[src/rtl/irq_pkg.sv]
`timescale 1ns/1ps
package irq_pkg;
  localparam int NSRC   = 6;
  localparam int VEC_W  = $clog2(NSRC);
  localparam int NAUTO  = 4;
  localparam int REG_W  = 8;
  localparam int GLB_BIT = REG_W - 1;
  typedef logic [NSRC-1:0] src_vec_t;
  typedef logic [VEC_W-1:0] vec_t;
endpackage

[src/rtl/irq_rst_sync.sv]
`timescale 1ns/1ps
module irq_rst_sync #(
  parameter int STAGES = 2
) (
  input  logic clk,
  input  logic rst_n,
  output logic rst_sync_n
);
  logic [STAGES-1:0] sh_q;
  logic [STAGES-1:0] sh_d;

  always_comb sh_d = {sh_q[STAGES-2:0], 1'b1};

  always_ff @(posedge clk or negedge rst_n) begin
    if (!rst_n) sh_q <= '0;
    else        sh_q <= sh_d;
  end

  assign rst_sync_n = sh_q[STAGES-1];
endmodule

[src/rtl/irq_regs.sv]
`timescale 1ns/1ps
module irq_regs
  import irq_pkg::*;
(
  input  logic             clk,
  input  logic             rst_n,
  input  logic             wr,
  input  logic             sel,
  input  logic [REG_W-1:0] wdata,
  output logic [REG_W-1:0] rdata,
  output src_vec_t         en_src,
  output logic             en_glb,
  output src_vec_t         lvl_hi
);
  src_vec_t en_q, en_d, lv_q, lv_d;
  logic     glb_q, glb_d;
  logic     en_we, lv_we;

  assign en_we = wr && !sel;
  assign lv_we = wr && sel;

  always_comb begin
    en_d  = en_q;
    glb_d = glb_q;
    lv_d  = lv_q;
    if (en_we) begin
      en_d  = wdata[NSRC-1:0];
      glb_d = wdata[GLB_BIT];
    end
    if (lv_we) lv_d = wdata[NSRC-1:0];
  end

  always_ff @(posedge clk or negedge rst_n) begin
    if (!rst_n) begin
      en_q  <= '0;
      glb_q <= 1'b0;
      lv_q  <= '0;
    end else begin
      en_q  <= en_d;
      glb_q <= glb_d;
      lv_q  <= lv_d;
    end
  end

  always_comb begin
    rdata = '0;
    if (sel) begin
      rdata[NSRC-1:0] = lv_q;
    end else begin
      rdata[NSRC-1:0] = en_q;
      rdata[GLB_BIT]  = glb_q;
    end
  end

  assign en_src = en_q;
  assign en_glb = glb_q;
  assign lvl_hi = lv_q;

  AST_MASK_WRITE: assert property (@(posedge clk) disable iff (!rst_n)
    en_we |=> (en_glb == $past(wdata[GLB_BIT])));
endmodule

[src/rtl/irq_flags.sv]
`timescale 1ns/1ps
module irq_flags
  import irq_pkg::*;
(
  input  logic       clk,
  input  logic       rst_n,
  input  logic [1:0] ext_in,
  input  logic [1:0] tmr_ovf,
  input  logic       ser_lvl,
  input  logic       t2_lvl,
  input  logic       clr_en,
  input  vec_t       clr_idx,
  output src_vec_t   pend
);
  logic [1:0]       prev_q, prev_d;
  logic [NAUTO-1:0] set_v;
  logic [NAUTO-1:0] flag_q, flag_d;

  always_comb begin
    prev_d   = ext_in;
    set_v[0] = ext_in[0] && !prev_q[0];
    set_v[1] = tmr_ovf[0];
    set_v[2] = ext_in[1] && !prev_q[1];
    set_v[3] = tmr_ovf[1];
  end

  for (genvar i = 0; i < NAUTO; i++) begin : g_flag
    always_comb
      flag_d[i] = set_v[i] || (flag_q[i] && !(clr_en && clr_idx == vec_t'(i)));
  end

  always_ff @(posedge clk or negedge rst_n) begin
    if (!rst_n) begin
      prev_q <= '0;
      flag_q <= '0;
    end else begin
      prev_q <= prev_d;
      flag_q <= flag_d;
    end
  end

  assign pend = {t2_lvl, ser_lvl, flag_q};

  AST_ACK_CLEARS: assert property (@(posedge clk) disable iff (!rst_n)
    (clr_en && clr_idx == vec_t'(1) && !tmr_ovf[0]) |=> !pend[1]);
  AST_FLAG_HOLDS: assert property (@(posedge clk) disable iff (!rst_n)
    (pend[3] && !(clr_en && clr_idx == vec_t'(3))) |=> pend[3]);
endmodule

[src/rtl/irq_pick.sv]
`timescale 1ns/1ps
module irq_pick
  import irq_pkg::*;
(
  input  src_vec_t pend,
  input  src_vec_t en_src,
  input  logic     en_glb,
  input  src_vec_t lvl_hi,
  input  logic     ins_hi,
  input  logic     ins_lo,
  output logic     req,
  output vec_t     vec,
  output logic     req_lvl
);
  src_vec_t elig, hi_v, lo_v;
  vec_t     hi_idx, lo_idx;

  always_comb begin
    elig = pend & en_src & {NSRC{en_glb}};
    hi_v = elig & lvl_hi;
    lo_v = elig & ~lvl_hi;
    hi_idx = '0;
    lo_idx = '0;
    for (int i = NSRC - 1; i >= 0; i--) begin
      if (hi_v[i]) hi_idx = vec_t'(i);
      if (lo_v[i]) lo_idx = vec_t'(i);
    end
  end

  always_comb begin
    req     = 1'b0;
    vec     = '0;
    req_lvl = 1'b0;
    if ((|hi_v) && !ins_hi) begin
      req     = 1'b1;
      vec     = hi_idx;
      req_lvl = 1'b1;
    end else if ((|lo_v) && !ins_hi && !ins_lo) begin
      req     = 1'b1;
      vec     = lo_idx;
    end
  end
endmodule

[src/rtl/irq_service.sv]
`timescale 1ns/1ps
module irq_service (
  input  logic clk,
  input  logic rst_n,
  input  logic take,
  input  logic take_lvl,
  input  logic reti,
  output logic ins_hi,
  output logic ins_lo
);
  logic hi_q, hi_d, lo_q, lo_d;

  always_comb begin
    hi_d = hi_q;
    lo_d = lo_q;
    if (reti) begin
      if (hi_q) hi_d = 1'b0;
      else      lo_d = 1'b0;
    end
    if (take) begin
      if (take_lvl) hi_d = 1'b1;
      else          lo_d = 1'b1;
    end
  end

  always_ff @(posedge clk or negedge rst_n) begin
    if (!rst_n) begin
      hi_q <= 1'b0;
      lo_q <= 1'b0;
    end else begin
      hi_q <= hi_d;
      lo_q <= lo_d;
    end
  end

  assign ins_hi = hi_q;
  assign ins_lo = lo_q;

  AST_RETI_TOP: assert property (@(posedge clk) disable iff (!rst_n)
    (reti && !take && hi_q) |=> (!ins_hi && ins_lo == $past(lo_q)));
  AST_IDLE_ACK: assert property (@(posedge clk) disable iff (!rst_n)
    (!take && !reti) |=> (ins_hi == $past(hi_q) && ins_lo == $past(lo_q)));
endmodule

[src/rtl/irq_arbiter.sv]
`timescale 1ns/1ps
module irq_arbiter
  import irq_pkg::*;
#(
  parameter int RST_STAGES = 2
) (
  input  logic             clk,
  input  logic             rst_n,
  input  logic             reg_wr,
  input  logic             reg_sel,
  input  logic [REG_W-1:0] reg_wdata,
  output logic [REG_W-1:0] reg_rdata,
  input  logic [1:0]       ext_in,
  input  logic [1:0]       tmr_ovf,
  input  logic             ser_irq,
  input  logic             tmr2_irq,
  output logic             irq_req,
  output logic [VEC_W-1:0] irq_vec,
  input  logic             irq_ack,
  input  logic             irq_reti
);
  logic     rst_q_n;
  src_vec_t en_src, lvl_hi, pend;
  logic     en_glb, ins_hi, ins_lo, req_lvl, take;
  vec_t     vec;

  irq_rst_sync #(.STAGES(RST_STAGES)) u_sync (
    .clk(clk), .rst_n(rst_n), .rst_sync_n(rst_q_n));

  irq_regs u_regs (
    .clk(clk), .rst_n(rst_q_n), .wr(reg_wr), .sel(reg_sel),
    .wdata(reg_wdata), .rdata(reg_rdata),
    .en_src(en_src), .en_glb(en_glb), .lvl_hi(lvl_hi));

  assign take = irq_ack && irq_req;

  irq_flags u_flags (
    .clk(clk), .rst_n(rst_q_n), .ext_in(ext_in), .tmr_ovf(tmr_ovf),
    .ser_lvl(ser_irq), .t2_lvl(tmr2_irq),
    .clr_en(take), .clr_idx(vec), .pend(pend));

  irq_pick u_pick (
    .pend(pend), .en_src(en_src), .en_glb(en_glb), .lvl_hi(lvl_hi),
    .ins_hi(ins_hi), .ins_lo(ins_lo),
    .req(irq_req), .vec(vec), .req_lvl(req_lvl));

  irq_service u_svc (
    .clk(clk), .rst_n(rst_q_n), .take(take), .take_lvl(req_lvl),
    .reti(irq_reti), .ins_hi(ins_hi), .ins_lo(ins_lo));

  assign irq_vec = vec;

  AST_GLOBAL_GATE: assert property (@(posedge clk) disable iff (!rst_q_n)
    !en_glb |-> !irq_req);
  AST_VEC_VALID: assert property (@(posedge clk) disable iff (!rst_q_n)
    irq_req |-> (pend[vec] && en_src[vec]));
  AST_HI_BLOCKS: assert property (@(posedge clk) disable iff (!rst_q_n)
    ins_hi |-> !irq_req);
  AST_LOW_WAITS: assert property (@(posedge clk) disable iff (!rst_q_n)
    (ins_lo && irq_req) |-> lvl_hi[vec]);
endmodule

[config.mk]
export PLATFORM = sky130hd
export DESIGN_NAME = irq_arbiter
export DESIGN_NICKNAME = d
export VERILOG_FILES = /design/src/rtl/irq_pkg.sv /design/src/rtl/irq_rst_sync.sv /design/src/rtl/irq_regs.sv /design/src/rtl/irq_flags.sv /design/src/rtl/irq_pick.sv /design/src/rtl/irq_service.sv /design/src/rtl/irq_arbiter.sv
export SDC_FILE = /design/constraint.sdc
export NUM_CORES = 1
export LEC_CHECK = 0
export BUFFER_PORTS_ARGS = -buffer_cell sky130_fd_sc_hd__buf_2
export CAP_MARGIN = 20
export CORE_AREA = 2 2 68 57
export DETAILED_ROUTE_END_ITERATION = 7
export DIE_AREA = 0 0 70 59
export PLACE_DENSITY_LB_ADDON = 0.3
export REMOVE_ABC_BUFFERS = 1
export SLEW_MARGIN = 20
export SYNTH_ARGS = -nofsm -noshare
export SYNTH_HDL_FRONTEND = slang
export SYNTH_HIERARCHICAL = 1
export SYNTH_SLANG_ARGS = --single-unit
[constraint.sdc]
create_clock -name clk -period 1.45 [get_ports clk]
set_input_delay 0.145 -clock clk [delete_from_list [all_inputs] [get_ports clk]]
set_output_delay 0.145 -clock clk [all_outputs]
set_load 0.05 [all_outputs]
==> flow_summary_export.csv <==
group,metric,value,unit
synth,ys_seq_area_share,43.5,%
grt,grt_max_degree,22,
placement,placed_cells,210,
run_status,status,"complete, but fails checks",
synth,ys_types,44,
cells_and_area,final_cell_mix,"33 x buf_4, 20 x dfrtp_1, 18 x buf_2, 12 x buf_6, 9 x inv_1",
grt,grt_use_met2,31.4,%
synth,async_flop_share,100,%
timing,finalHoldViolCount,0,
grt,grt-busiest-layer,"met2",
floorplan,num_rows,19,
synth,synth_top_cell_area_share,43.5,%
worst_setup_path,regToRegEndpoint,"u_flags/flag_q[0]$_DFF_PN0_",
synth,syn_area,0.00132,sq mm
synth,synth_edf_count,0,
drt,routed_via_density,5.39,
cells_and_area,utilization,63.4,%
drt,ant_nets,0,
grt,grt_use_total,17.8,%
grt,grt-ovfl-total,0,
worst_setup_path,worstPathArrival,2.03,ns
clocking,cts_buffers,3,
floorplan,pin_count,32,
cells_and_area,areaGrowthSynthToFinish,61.6,%
power,power_leakage,0.993,nW
run,max-cap-violations,0,
grt,use_met1,22.7,%
cells_and_area,final_area,0.00214,sq mm
clocking,cts.sinks,23,
worst_setup_path,path_max_fanout,7,
synth,synth-simple-area-share,18.6,%
clocking,clockBufferDepth,2,
timing,finalWorstSetupSlack,-0.730,ns
floorplan,core_area,0.00338,sq mm
synth,synth-compound-area-share,12.4,%
drt,drc,0,
timing,rsz0062_at_grt,"yes",
clocking,h-tree-depth,1,
hold_path,min_path_type,"input pin to register",
floorplan,fp.dieH,59,um
synth,synth_ff_type,"dfrtp_1",
clocking,cts_tree,"built",
power,p_per_area,1520,mW/mm^2
worst_setup_path,r2r_start,"u_regs/en_glb$_DFFE_PN0P_",
placement,port_buffers,29,
worst_setup_path,startpoint_type,"register",
cells_and_area,fill_cells,278,
grt,antenna_found_initial,0,
synth,syn_area_per_cell,11.7,sq um
drt,firstDrtPassIters,4,
synth,synth_warnings,6,
timing,fin_crit,2.18,ns
synth,synth_top_family_by_area,"simple AND/OR/NAND/NOR gates",
floorplan,die-area,0.00413,sq mm
hold_path,whs_path_depth,2,
power,p_total,3.25,mW
clocking,clk-insertion-delay-late,0.27,ns
worst_setup_path,crit_required,1.31,ns
cells_and_area,antenna_cells,0,
timing,final-setup-viol-count,11,
cells_and_area,drive_gt1_share,64.7,%
timing,slew_viol_final,0,
synth,yosysTopAreaCell,"dfrtp_1",
grt,grt_pass1_wl,5710,um
drt,wl_per_cell,18.9,um
clocking,clk_pin_slew,0.08,ns
grt,grt.met3_usage,4.76,%
placement,place_congestion,0.862,
worst_setup_path,r2r_setup_slack,-0.72,ns
hold_path,holdPathEnd,"u_svc/ins_hi$_DFF_PN0_",
floorplan,initial_core_util,39.2,%
drt,drt-total-wl,4280,um
synth,synth-seq-cells,23,
grt,grt_pass1_vias,1223,
synth,yosys.area_share.adder,0,%
floorplan,die_w,70,um
worst_setup_path,crit_path_end_kind,"output port",
placement,place_area,0.00172,sq mm
synth,synth_mux_area_share,18.1,%
drt,via_count,1219,
timing,max_freq,459,MHz
drt,drtIter0Drc,68,
cells_and_area,nNetsFinal,205,
timing,period_share,150,%
clocking,root_buffer,"clkbuf_8",
synth,synthCells,113,
run_status,violations,"negative setup slack",
worst_setup_path,path_class,"register to output port",
hold_path,min-delay-start,"irq_reti",
power,ir_worst_vdd,0.678,mV
synth,synth_xor_xnor_area_share,0,%
placement,post-place-ws,-0.602,ns
placement,dpl.hpwl,2430,um
cells_and_area,layout.cells.non_filler,226,
synth,synth.area.top_cells,"dfrtp_1 43%, mux2_4 7.9%, mux2_2 6.0%",
timing,skew,0.00642,ns
cells_and_area,final_common_cell,"buf_4",
worst_setup_path,worst_r2r_path_depth,9,
[through the flow]
stage,setup TNS (ns),hold WS [ns]
6_report,-6.53,0.0400
5_1_grt,-7.24,0.0535
2_1_floorplan,-9.87,-0.151
4_1_cts,-5.26,0.0337
3_5_place_dp,-4.91,-0.0671
3_3_place_gp,-4.60,-0.0705
[power breakdown]
part | switching, mW | internal, mW
combinational | 0.983 | 0.977
sequential | 0.130 | 0.756
clock | 0.211 | 0.197
[synth_stat cells (all sizes together) (2+ instances only)]
master	n
a21o	2
nor2b	2
conb	2
nand2	4
o22ai	3
nor2	3
o21ai	3
buf	6
nand4	6
a21oi	3
o32ai	2
and2	2
nand3	5
inv	9
mux2	19
dfrtp	23
[final cells by class]
| type | count | area (sq um) | area share (%) |
|---|---|---|---|
| well taps | 42 | 52.6 | 2.46 |
| inverters | 9 | 33.8 | 1.58 |
| clock buffers | 4 | 45.0 | 2.11 |
| multi-input cells | 75 | 806 | 37.7 |
| repair buffers | 73 | 623 | 29.1 |
| flip-flops and latches | 23 | 579 | 27.1 |
[registers in the layout (all words and copies together) (netlist names)]
register        cells
u_svc/ins_lo        1
u_regs/lvl_hi       6
u_regs/en_src       6
u_sync/sh_q         2
u_flags/flag_q      4
u_regs/en_glb       1
u_svc/ins_hi        1
u_flags/prev_q      2
[cells by family (layout without fill, tap and decap cells)]
logic type	Yosys count	in the layout
other	2	2
muxes	19	19
and+or+nand+nor	33	33
buffers and inverters	15	86
DFF	23	23
AOI/OAI and AO/OA	21	21
[metal layers]
metal	vias up	wire, um	part of all wire [%]
met3	19	284	6.6
met2	47	2070	48
met5	-	0	0
met4	0	195	4.6
li1	558	-	-
met1	595	1730	40
[timing repair]
item | in CTS | in global routing
gates cloned | 0 | 1
hold endpoints to repair | 4 | 0
setup endpoints to repair | 12 | 17
pin swaps | 4 | 15
gates resized for setup | 24 | 46
hold buffers | 3 | 0
setup buffers | 3 | 6
[worst max-delay path: stages (launching register included)]
cell	delay, ns
dfrtp_2	0.49
buf_12	0.17
nand4_4	0.08
nand4_1	0.18
or4_4	0.49
o32ai_4	0.16
buf_8	0.19
[how the worst max path moves through the flow]
stage | startpoint | to | slack [ns] | depth (start not counted)
global placement | u_regs/en_glb$_DFFE_PN0P_ | u_flags/flag_q[0]$_DFF_PN0_ | -0.56 | 8
floorplan | u_regs/en_glb$_DFFE_PN0P_ | u_flags/flag_q[1]$_DFF_PN0_ | -1.51 | 6
global route | u_regs/en_glb$_DFFE_PN0P_ | u_flags/flag_q[0]$_DFF_PN0_ | -0.81 | 9
detailed placement | u_regs/en_glb$_DFFE_PN0P_ | u_flags/flag_q[0]$_DFF_PN0_ | -0.60 | 8
finish | u_regs/en_glb$_DFFE_PN0P_ | irq_vec[0] | -0.73 | 6
CTS | u_regs/en_glb$_DFFE_PN0P_ | irq_vec[0] | -0.66 | 7
No activity file was read; power rests on OpenSTA's default activity.
